$ cat config.mk
export PLATFORM = sky130hd
export DESIGN_NAME = eth_sideband_port
export DESIGN_NICKNAME = d
export VERILOG_FILES = /design/src/rtl/eth_sb_pkg.sv /design/src/rtl/eth_slot_pacer.sv /design/src/rtl/eth_tx_lane.sv /design/src/rtl/eth_rx_lane.sv /design/src/rtl/eth_sideband_port.sv
export SDC_FILE = /design/constraint.sdc
export NUM_CORES = 1
export LEC_CHECK = 0
export ABC_AREA = 1
export BUFFER_PORTS_ARGS = -buffer_cell sky130_fd_sc_hd__clkbuf_2
export CORE_UTILIZATION = 51
export DETAILED_ROUTE_END_ITERATION = 10
export HOLD_SLACK_MARGIN = 0.15
export PLACE_DENSITY = 0.84
export SLEW_MARGIN = 25
export SYNTH_ARGS = -nofsm -noshare
export SYNTH_HDL_FRONTEND = slang
export SYNTH_HIERARCHICAL = 1
export SYNTH_SLANG_ARGS = --single-unit
$ cat constraint.sdc
create_clock -name clk -period 2.5 [get_ports clk]
set_input_delay 0.125 -clock clk [delete_from_list [all_inputs] [get_ports clk]]
set_output_delay 0.125 -clock clk [all_outputs]
set_load 0.03 [all_outputs]
$ cat src/rtl/eth_sb_pkg.sv
package eth_sb_pkg;

    // One sideband byte with its qualifiers.
    typedef struct packed {
        logic [7:0] data;
        logic       last;
        logic       err;
    } sb_byte_t;

    // Byte plus a presence flag, used for staged registers.
    typedef struct packed {
        logic     valid;
        sb_byte_t pay;
    } sb_slot_t;

endpackage

$ cat src/rtl/eth_slot_pacer.sv
module eth_slot_pacer #(
    parameter int SUBCH_W       = 4,
    parameter int LAST_SUBCH    = 11,
    parameter int NARROW_PERIOD = 5,
    parameter int WIDE_PERIOD   = 2
) (
    input  logic               clk,
    input  logic               rst,
    input  logic               wide_mode,
    input  logic [SUBCH_W-1:0] eth_ptr,
    input  logic [SUBCH_W-1:0] subch_idx,
    output logic               slot
);
    localparam int MAX_P = (NARROW_PERIOD > WIDE_PERIOD) ? NARROW_PERIOD : WIDE_PERIOD;
    localparam int CNT_W = $clog2(MAX_P + 1);
    localparam logic [SUBCH_W-1:0] LAST_L = SUBCH_W'(LAST_SUBCH);
    localparam logic [CNT_W-1:0]   P_NAR  = CNT_W'(NARROW_PERIOD);
    localparam logic [CNT_W-1:0]   P_WID  = CNT_W'(WIDE_PERIOD);

    typedef struct packed {
        logic [CNT_W-1:0] cnt;
        logic             was_in;
    } pacer_t;

    pacer_t           st_q, st_d;
    logic             in_region;
    logic             enabled;
    logic             entry;
    logic [CNT_W-1:0] period;
    logic [CNT_W-1:0] cnt_eff;

    always_comb begin
        period    = wide_mode ? P_WID : P_NAR;
        enabled   = (eth_ptr <= LAST_L);
        in_region = enabled && (subch_idx >= eth_ptr);
        entry     = in_region && !st_q.was_in;
        cnt_eff   = (entry || (st_q.cnt >= period)) ? '0 : st_q.cnt;
        slot      = !rst && in_region && (cnt_eff == '0);

        st_d        = st_q;
        st_d.was_in = in_region;
        if (!in_region) begin
            st_d.cnt = '0;
        end else if (cnt_eff == period - 1'b1) begin
            st_d.cnt = '0;
        end else begin
            st_d.cnt = cnt_eff + 1'b1;
        end
    end

    always_ff @(posedge clk) begin
        if (rst) begin
            st_q <= '0;
        end else begin
            st_q <= st_d;
        end
    end

    // the first cycle of a region visit is always a slot
    a_r3_entry_slot: assert property (@(posedge clk) disable iff (rst)
        (in_region && !st_q.was_in) |-> slot);

    // slots are never adjacent (period is at least two)
    a_r3_no_adjacent: assert property (@(posedge clk) disable iff (rst)
        slot |=> !slot);

    // no slot outside the region or with the pointer out of range
    a_r8_disabled_quiet: assert property (@(posedge clk) disable iff (rst)
        ((eth_ptr > LAST_L) || (subch_idx < eth_ptr)) |-> !slot);

endmodule

$ cat src/rtl/eth_tx_lane.sv
module eth_tx_lane
    import eth_sb_pkg::*;
(
    input  logic       clk,
    input  logic       rst,
    input  logic       slot,
    input  logic [7:0] tx_tdata,
    input  logic       tx_tvalid,
    input  logic       tx_tlast,
    input  logic       tx_tuser,
    output logic       tx_tready,
    output sb_slot_t   link_out
);
    sb_slot_t out_q, out_d;

    always_comb begin
        tx_tready      = slot;
        out_d          = out_q;
        out_d.valid    = slot && tx_tvalid;
        if (slot && tx_tvalid) begin
            out_d.pay.data = tx_tdata;
            out_d.pay.last = tx_tlast;
            out_d.pay.err  = tx_tuser;
        end
    end

    always_ff @(posedge clk) begin
        if (rst) begin
            out_q <= '0;
        end else begin
            out_q <= out_d;
        end
    end

    assign link_out = out_q;

    // an accepted byte appears on the link one cycle later, unchanged
    a_r4_link_follows: assert property (@(posedge clk) disable iff (rst)
        (tx_tvalid && tx_tready) |=>
        (link_out.valid && link_out.pay.data == $past(tx_tdata)
         && link_out.pay.last == $past(tx_tlast) && link_out.pay.err == $past(tx_tuser)));

    // nothing reaches the link without a handshake
    a_r4_no_spurious: assert property (@(posedge clk) disable iff (rst)
        !(tx_tvalid && tx_tready) |=> !link_out.valid);

endmodule

$ cat src/rtl/eth_rx_lane.sv
module eth_rx_lane
    import eth_sb_pkg::*;
(
    input  logic     clk,
    input  logic     rst,
    input  logic     slot,
    input  sb_slot_t link_in,
    output sb_slot_t rx_out
);
    typedef struct packed {
        sb_slot_t hold;
        sb_slot_t out;
    } rx_state_t;

    rx_state_t st_q, st_d;
    logic      drain;

    always_comb begin
        drain         = slot && st_q.hold.valid;
        st_d          = st_q;
        st_d.out.valid = drain;
        if (drain) begin
            st_d.out.pay = st_q.hold.pay;
        end
        if (link_in.valid) begin
            st_d.hold = link_in;
        end else if (drain) begin
            st_d.hold.valid = 1'b0;
        end
    end

    always_ff @(posedge clk) begin
        if (rst) begin
            st_q <= '0;
        end else begin
            st_q <= st_d;
        end
    end

    assign rx_out = st_q.out;

    // receive strobe is a single-cycle pulse
    a_r5_single_pulse: assert property (@(posedge clk) disable iff (rst)
        rx_out.valid |=> !rx_out.valid);

    // receive strobe only follows a slot
    a_r5_after_slot: assert property (@(posedge clk) disable iff (rst)
        $rose(rx_out.valid) |-> $past(slot));

endmodule

$ cat src/rtl/eth_sideband_port.sv
module eth_sideband_port
    import eth_sb_pkg::*;
#(
    parameter int SUBCH_W       = 4,
    parameter int LAST_SUBCH    = 11,
    parameter int NARROW_PERIOD = 5,
    parameter int WIDE_PERIOD   = 2
) (
    input  logic               clk,
    input  logic               rst,
    input  logic               wide_mode,
    input  logic [SUBCH_W-1:0] eth_ptr,
    input  logic [SUBCH_W-1:0] subch_idx,
    input  logic [7:0]         tx_tdata,
    input  logic               tx_tvalid,
    input  logic               tx_tlast,
    input  logic               tx_tuser,
    output logic               tx_tready,
    output logic               link_tx_valid,
    output logic [7:0]         link_tx_data,
    output logic               link_tx_last,
    output logic               link_tx_err,
    input  logic               link_rx_valid,
    input  logic [7:0]         link_rx_data,
    input  logic               link_rx_last,
    input  logic               link_rx_err,
    output logic [7:0]         rx_tdata,
    output logic               rx_tvalid,
    output logic               rx_tlast,
    output logic               rx_tuser
);
    logic     slot;
    sb_slot_t link_out;
    sb_slot_t link_in;
    sb_slot_t rx_out;

    eth_slot_pacer #(
        .SUBCH_W      (SUBCH_W),
        .LAST_SUBCH   (LAST_SUBCH),
        .NARROW_PERIOD(NARROW_PERIOD),
        .WIDE_PERIOD  (WIDE_PERIOD)
    ) u_pacer (
        .clk      (clk),
        .rst      (rst),
        .wide_mode(wide_mode),
        .eth_ptr  (eth_ptr),
        .subch_idx(subch_idx),
        .slot     (slot)
    );

    eth_tx_lane u_tx (
        .clk      (clk),
        .rst      (rst),
        .slot     (slot),
        .tx_tdata (tx_tdata),
        .tx_tvalid(tx_tvalid),
        .tx_tlast (tx_tlast),
        .tx_tuser (tx_tuser),
        .tx_tready(tx_tready),
        .link_out (link_out)
    );

    always_comb begin
        link_in.valid    = link_rx_valid;
        link_in.pay.data = link_rx_data;
        link_in.pay.last = link_rx_last;
        link_in.pay.err  = link_rx_err;
    end

    eth_rx_lane u_rx (
        .clk    (clk),
        .rst    (rst),
        .slot   (slot),
        .link_in(link_in),
        .rx_out (rx_out)
    );

    assign link_tx_valid = link_out.valid;
    assign link_tx_data  = link_out.pay.data;
    assign link_tx_last  = link_out.pay.last;
    assign link_tx_err   = link_out.pay.err;
    assign rx_tvalid     = rx_out.valid;
    assign rx_tdata      = rx_out.pay.data;
    assign rx_tlast      = rx_out.pay.last;
    assign rx_tuser      = rx_out.pay.err;

    // outputs quiet in the cycle after a reset edge
    a_r1_reset_quiet: assert property (@(posedge clk)
        rst |=> (!rx_tvalid && !link_tx_valid));

    // ready held low during reset
    always_comb begin
        if (rst === 1'b1) begin
            a_r1_ready_low: assert (!tx_tready);
        end
    end

endmodule

Yosys cells after proc, flatten, opt, wreduce, memory -nomap -nowiden
Index checks and enable logic that the tools add are counted.
{ "word_totals": {"wordCells": 37, "latch_bits": 0, "out_inout_bits": 23, "input_bits": 33, "ram_bits": 0, "rom_bits": 0, "regBits": 37, "mem_count": 0} }
{ "op_classes": {"reduce_logical": 12, "shifts": 0, "n_mul": 0, "n_addsub": 2, "div_mod_pow": 0, "bitwise": 1, "mux": 4, "eq_ne": 1, "n_lt_le_gt_ge": 3} }
{ "op_table": {"columns": ["operator", "count"], "rows": [
  ["1-bit logical AND", 6],
  ["3-bit 2-to-1 mux", 2],
  ["4-bit >= comparator", 1],
  ["4-bit less-or-equal comparator (second input constant)", 1],
  ["3-bit by 1-bit adder with 3-bit output (second input constant)", 1],
  ["3-bit == test", 1],
  ["3-bit >= comparator", 1],
  ["3-bit logical NOT", 1],
  ["3-bit OR reduction", 1],
  ["3-bit by 1-bit subtractor with 3-bit output (second input constant)", 1],
  ["1-bit logical NOT", 2],
  ["1-bit 2-to-1 mux", 2],
  ["2-bit nonzero test", 1],
  ["1-bit logical OR", 1],
  ["1-bit NOT", 1]
]} }

Longest topological paths before layout
{ "logic_depth": {"ltp_word": 10, "mapped_depth": 19} }

Hierarchy
The synthesis kept the hierarchy.
{ "modules_own_cells": {"columns": ["mod", "area_each_um2", "cells_each", "instances"], "rows": [
  ["eth_rx_lane", 907.1, 126, 1],
  ["eth_slot_pacer", 471.7, 60, 1],
  ["eth_tx_lane", 452.9, 67, 1]
]} }

Least setup slack after synthesis
No wires, ideal clock.
{ "synth_timing": {"kind": "register to register", "startpoint": "reg u_pacer/st_q[3] (netlist bit)", "endpoint": "reg u_tx.out_q (netlist bit u_tx/link_out[6])", "path_buffers": 1, "period_less_slack_ns": 2.034, "path_slack_ns": 0.466, "stages_incl_launch_ff": 15, "arrival_time_ns": 1.922, "setup_time_ns": 0.112, "cell_sequence": "dfxtp_1 ha_1 a21oi_2 o211a_4 nand2_4 nor2_1 inv_1 ha_1 o211ai_1 inv_1 nand2_2 buf_6 nand2_1 nand2_1 nor2_2"} }
{ "synth_between": {"elab_chain_len": 6} }
{ "synth_lines": {"columns": ["element", "line_no", "rtl"], "rows": [
  ["start, declared", "eth_slot_pacer.sv:25", "pacer_t st_q, st_d;"],
  ["start signal, assigned", "eth_slot_pacer.sv:55", "st_q <= st_d;"],
  ["3-bit >= comparator", "eth_slot_pacer.sv:37", "cnt_eff = (entry || (st_q.cnt >= period)) ? '0 : st_q.cnt;"],
  ["1-bit logical OR", "eth_slot_pacer.sv:37", null],
  ["3-bit 2-to-1 mux (*)", "eth_slot_pacer.sv:37", null],
  ["3-bit logical NOT (*)", "eth_slot_pacer.sv:38", "slot = !rst && in_region && (cnt_eff == '0);"],
  ["1-bit logical AND (*)", "eth_slot_pacer.sv:38", null],
  ["named net slot", "eth_sideband_port.sv:32", "logic slot;"],
  ["1-bit logical AND (*)", "eth_tx_lane.sv:20", "if (slot && tx_tvalid) begin"],
  ["end signal, assigned", "eth_tx_lane.sv:31", "out_q <= out_d;"],
  ["end, declared", "eth_tx_lane.sv:14", "sb_slot_t out_q, out_d;"]
]} }
The timed path passes the listed nets; every way through them passes the cells marked *.
A chain may end at the register's enable or synchronous reset.

Final worst setup path
{ "layout_timing": {"startpoint": "reg u_pacer/st_q[3] (netlist bit)", "endpoint": "out tx_tready"} }
{ "layout_between": {"elab_chain_len": 5} }
{ "layout_lines": {"columns": ["element", "line_no", "rtl"], "rows": [
  ["3-bit >= comparator", "eth_slot_pacer.sv:37", null],
  ["1-bit logical OR", "eth_slot_pacer.sv:37", null],
  ["3-bit 2-to-1 mux (*)", "eth_slot_pacer.sv:37", null],
  ["3-bit logical NOT (*)", "eth_slot_pacer.sv:38", null],
  ["1-bit logical AND (*)", "eth_slot_pacer.sv:38", null],
  ["end, declared", "eth_sideband_port.sv:18", "output logic tx_tready,"]
]} }
Every way passes the cells marked *; elsewhere a longest branch is shown, timed or not.

==> summary.md <==
| Metric | Value |
|---|---|
| Status | `completed` |
| Synth Net Count | `295` |
| Relative slew slack | `65.3%` |
| RSZ-0062 raised after global routing | `no` |
| Setup_tns | `0 ps` |
| Vias in the first global route | `1,426` |
| Hold Vio Cnt, Final | `0` |
| Leakage | `1.29 nW` |
| Yosys top cell area share | `40.4%` |
| Post-Place Cell Area | `2010 um2` |
| Largest net degree at the start of global routing | `22` |
| PD cells | `537 nW/um2` |
| Vias/cell | `4.43` |
| Global Route Usage Sum | `21.0%` |
| WL final | `3600 um` |
| Post-Synth XOR/XNOR Area | `0.478%` |
| Max Cap Viol | `0` |
| Final-report max-slew violation count | `0` |
| Final period util | `94.8%` |
| Fmax | `422 MHz` |
| DRT antenna net count | `0` |
| Largest family of logic cells by synthesized area | `simple AND/OR/NAND/NOR gates` |
| Post-synthesis mux area share | `0%` |
| Number of remaining DRC errors | `0` |
| CP arrival | `2240 ps` |
| Clk sink count | `37` |
| Vias | `1,602` |
| H-tree depth | `2` |
| Share of cells above drive strength 1 | `26.3%` |
| Mapped Cells | `253` |
| Worst-skew pair later-pin latency | `340 ps` |
| Hold Path Cell Cnt | `3` |
| Seq cells post-synth | `37` |
| Final Wtd Congestion | `0.680` |
| Fin crit period | `2370 ps` |
| DRT Pass-1 Iters | `4` |
| Die footprint | `3840 um2` |
| Antenna violations before repair | `0` |
| CTS tree | `built` |
| Finished layout cell area | `2300 um2` |
| Worst-path clk slew | `100 ps` |
| Syn-to-layout area delta | `25.4%` |
| Longest Clk Path Bufs | `2` |
| TritonCTS Buffers | `5` |
| Worst setup path class | `reg2out` |
| Distinct cells, synth | `25` |
| Row Count | `21` |
| Largest cells by area after synthesis | `dfxtp_1 (40%), nor2_1 (14%), nand2_1 (9.8%), inv_1 (7.8%), buf_4 (6.1%)` |
| # diodes | `0` |
| Slew @ Worst Pin | `520 ps` |
| R2r worst-path depth | `13` |
| DR WL/cell | `9.95 um` |
| First-pass GRT wire length | `5850 um` |
| Peak VDD IR | `0.000406 V` |
| Clock Skews | `7.25 ps` |
| Largest area contributor in the netlist | `dfxtp_1` |
| GRT overflow | `0` |
| Die height | `61.9 um` |
| Post-synthesis cell area | `1830 um2` |
| Ys Warns | `6` |
| Min-delay worst type | `in2reg` |
| Initial drt markers | `38` |
| Req. time, crit path | `2380 ps` |
| Adder-Cell Fraction of Synth Area | `6.15%` |
| HPWL after detailed placement | `2390 um` |
| # setup viols final | `0` |
| Worst-path maximum fanout | `4` |
| Compound-cell area share of the yosys netlist | `5.33%` |
| Sequential-to-total area share from yosys stat | `40.4%` |
| Storage cell area | `742 um2` |
| IO buf count | `55` |
| Clock Tree Root | `clkbuf_4` |
| Filler cells | `285` |
| Nets | `358` |
| Syn avg cell area | `7.24 um2` |
| IO Count | `56` |
| CP endpoint kind | `output pin` |
| Initial Util | `54.0%` |
| Die W | `61.9 um` |
| Worst setup SP type | `register` |
| Multi-input gate area | `801 um2` |
| Core box area | `3390 um2` |
| Simple-Gate Fraction of Synth Area | `31.1%` |
==> kinds of logic after synthesis <==
kind of cell	after synthesis
and+or+nand+nor	131
DFF	37
xor gates and xnor gates	1
adders and majority gates	9
buffers and inverters	60
AOI/OAI and AO/OA	15
==> routing by layer <==
| layer | track usage [%] | share of wire, % |
|---|---|---|
| met1 | 23.8 | 43 |
| met2 | 36.4 | 50 |
| met3 | 5.38 | 4.8 |
| met4 | 11.1 | 1.8 |
| met5 | 0 | 0 |
==> registers in the layout (all words and copies together), names as in the netlist <==
name	cells
u_rx/rx_out	11
u_rx/st_q	11
u_tx/link_out	11
u_pacer/st_q	4
==> cells in the final DEF, fill, tap and decap left out, types with 3 or more instances in the layout <==
cell type,synthesis,layout
nor2_1,66,65
clkbuf_2,1,54
nand2_1,48,48
inv_1,38,37
dfxtp_1,37,36
dlygate4sd3_1,0,21
o21ai_0,10,10
ha_1,9,9
clkbuf_4,0,5
nand2_4,2,4
nand2_2,5,3
nand4_1,3,3
nor2_2,2,3
==> worst max-delay path, cell delays in order (launching register included) <==
cell,delay [ps]
dfxtp_2,350
ha_1,320
a21oi_2,170
o211a_4,190
nand2_4,80
nor2_2,150
inv_1,70
ha_1,180
o211ai_1,110
inv_2,100
buf_2,190
==> worst paths after layout <==
| check | endpoint | slack, ps | startpoint |
|---|---|---|---|
| setup / recovery | tx_tready | 130 | u_pacer/st_q[3] |
| hold / removal | u_tx/link_out[10] | 170 | tx_tvalid |
| setup reg to reg | u_rx/rx_out[8] | 270 | u_pacer/st_q[3] |
| hold reg to reg | u_rx/rx_out[5] | 490 | u_rx/st_q[16] |
==> synth_stat cells, drive strengths merged <==
cell type / n
nand2: 55
clkbuf: 1
xnor2: 1
inv: 40
dfxtp: 37
ha: 9
a21oi: 3
o211a: 1
buf: 19
nor2: 70
nand4: 3
nand3: 3
o21ai: 10
o211ai: 1
==> power by group <==
part | switching, W | leakage, nW | internal (W)
clock network | 0.000193 | 0.0303 | 0.000132
registers | 0.0000179 | 0.304 | 0.000624
logic | 0.000163 | 0.961 | 0.000105
==> what timing repair did <==
| item | CTS | global route |
|---|---|---|
| resized for setup | 0 | 6 |
| hold buffers | 21 | 0 |
| endpoints found under the hold margin | 24 | 0 |
| buffers inserted | 0 | 0 |
| endpoints found under the setup margin | 0 | 21 |
==> area by class of cell <==
cell class              count  area share (%)
clock inverters             1           0.327
inverters                  40            6.64
clock buffers               6            2.23
flip-flops and latches     37            32.3
repair buffers             76            21.1
multi-input cells         156            34.9
well taps                  46            2.51
==> through the flow <==
stage          worst slack, ps  instances  utilization, %  hold slack [ps]  power [W]
5_1_grt                   5.70        362            67.8              191    0.00131
6_report                   131        362            67.8              168    0.00123
3_3_place_gp               235        334            59.4              346   0.000885
3_5_place_dp               105        334            59.4              352   0.000892
4_1_cts                   31.4        362            67.4              179    0.00124
2_1_floorplan              466        253               -              194   0.000841
Note: power is estimated with default switching activity, not from simulation.
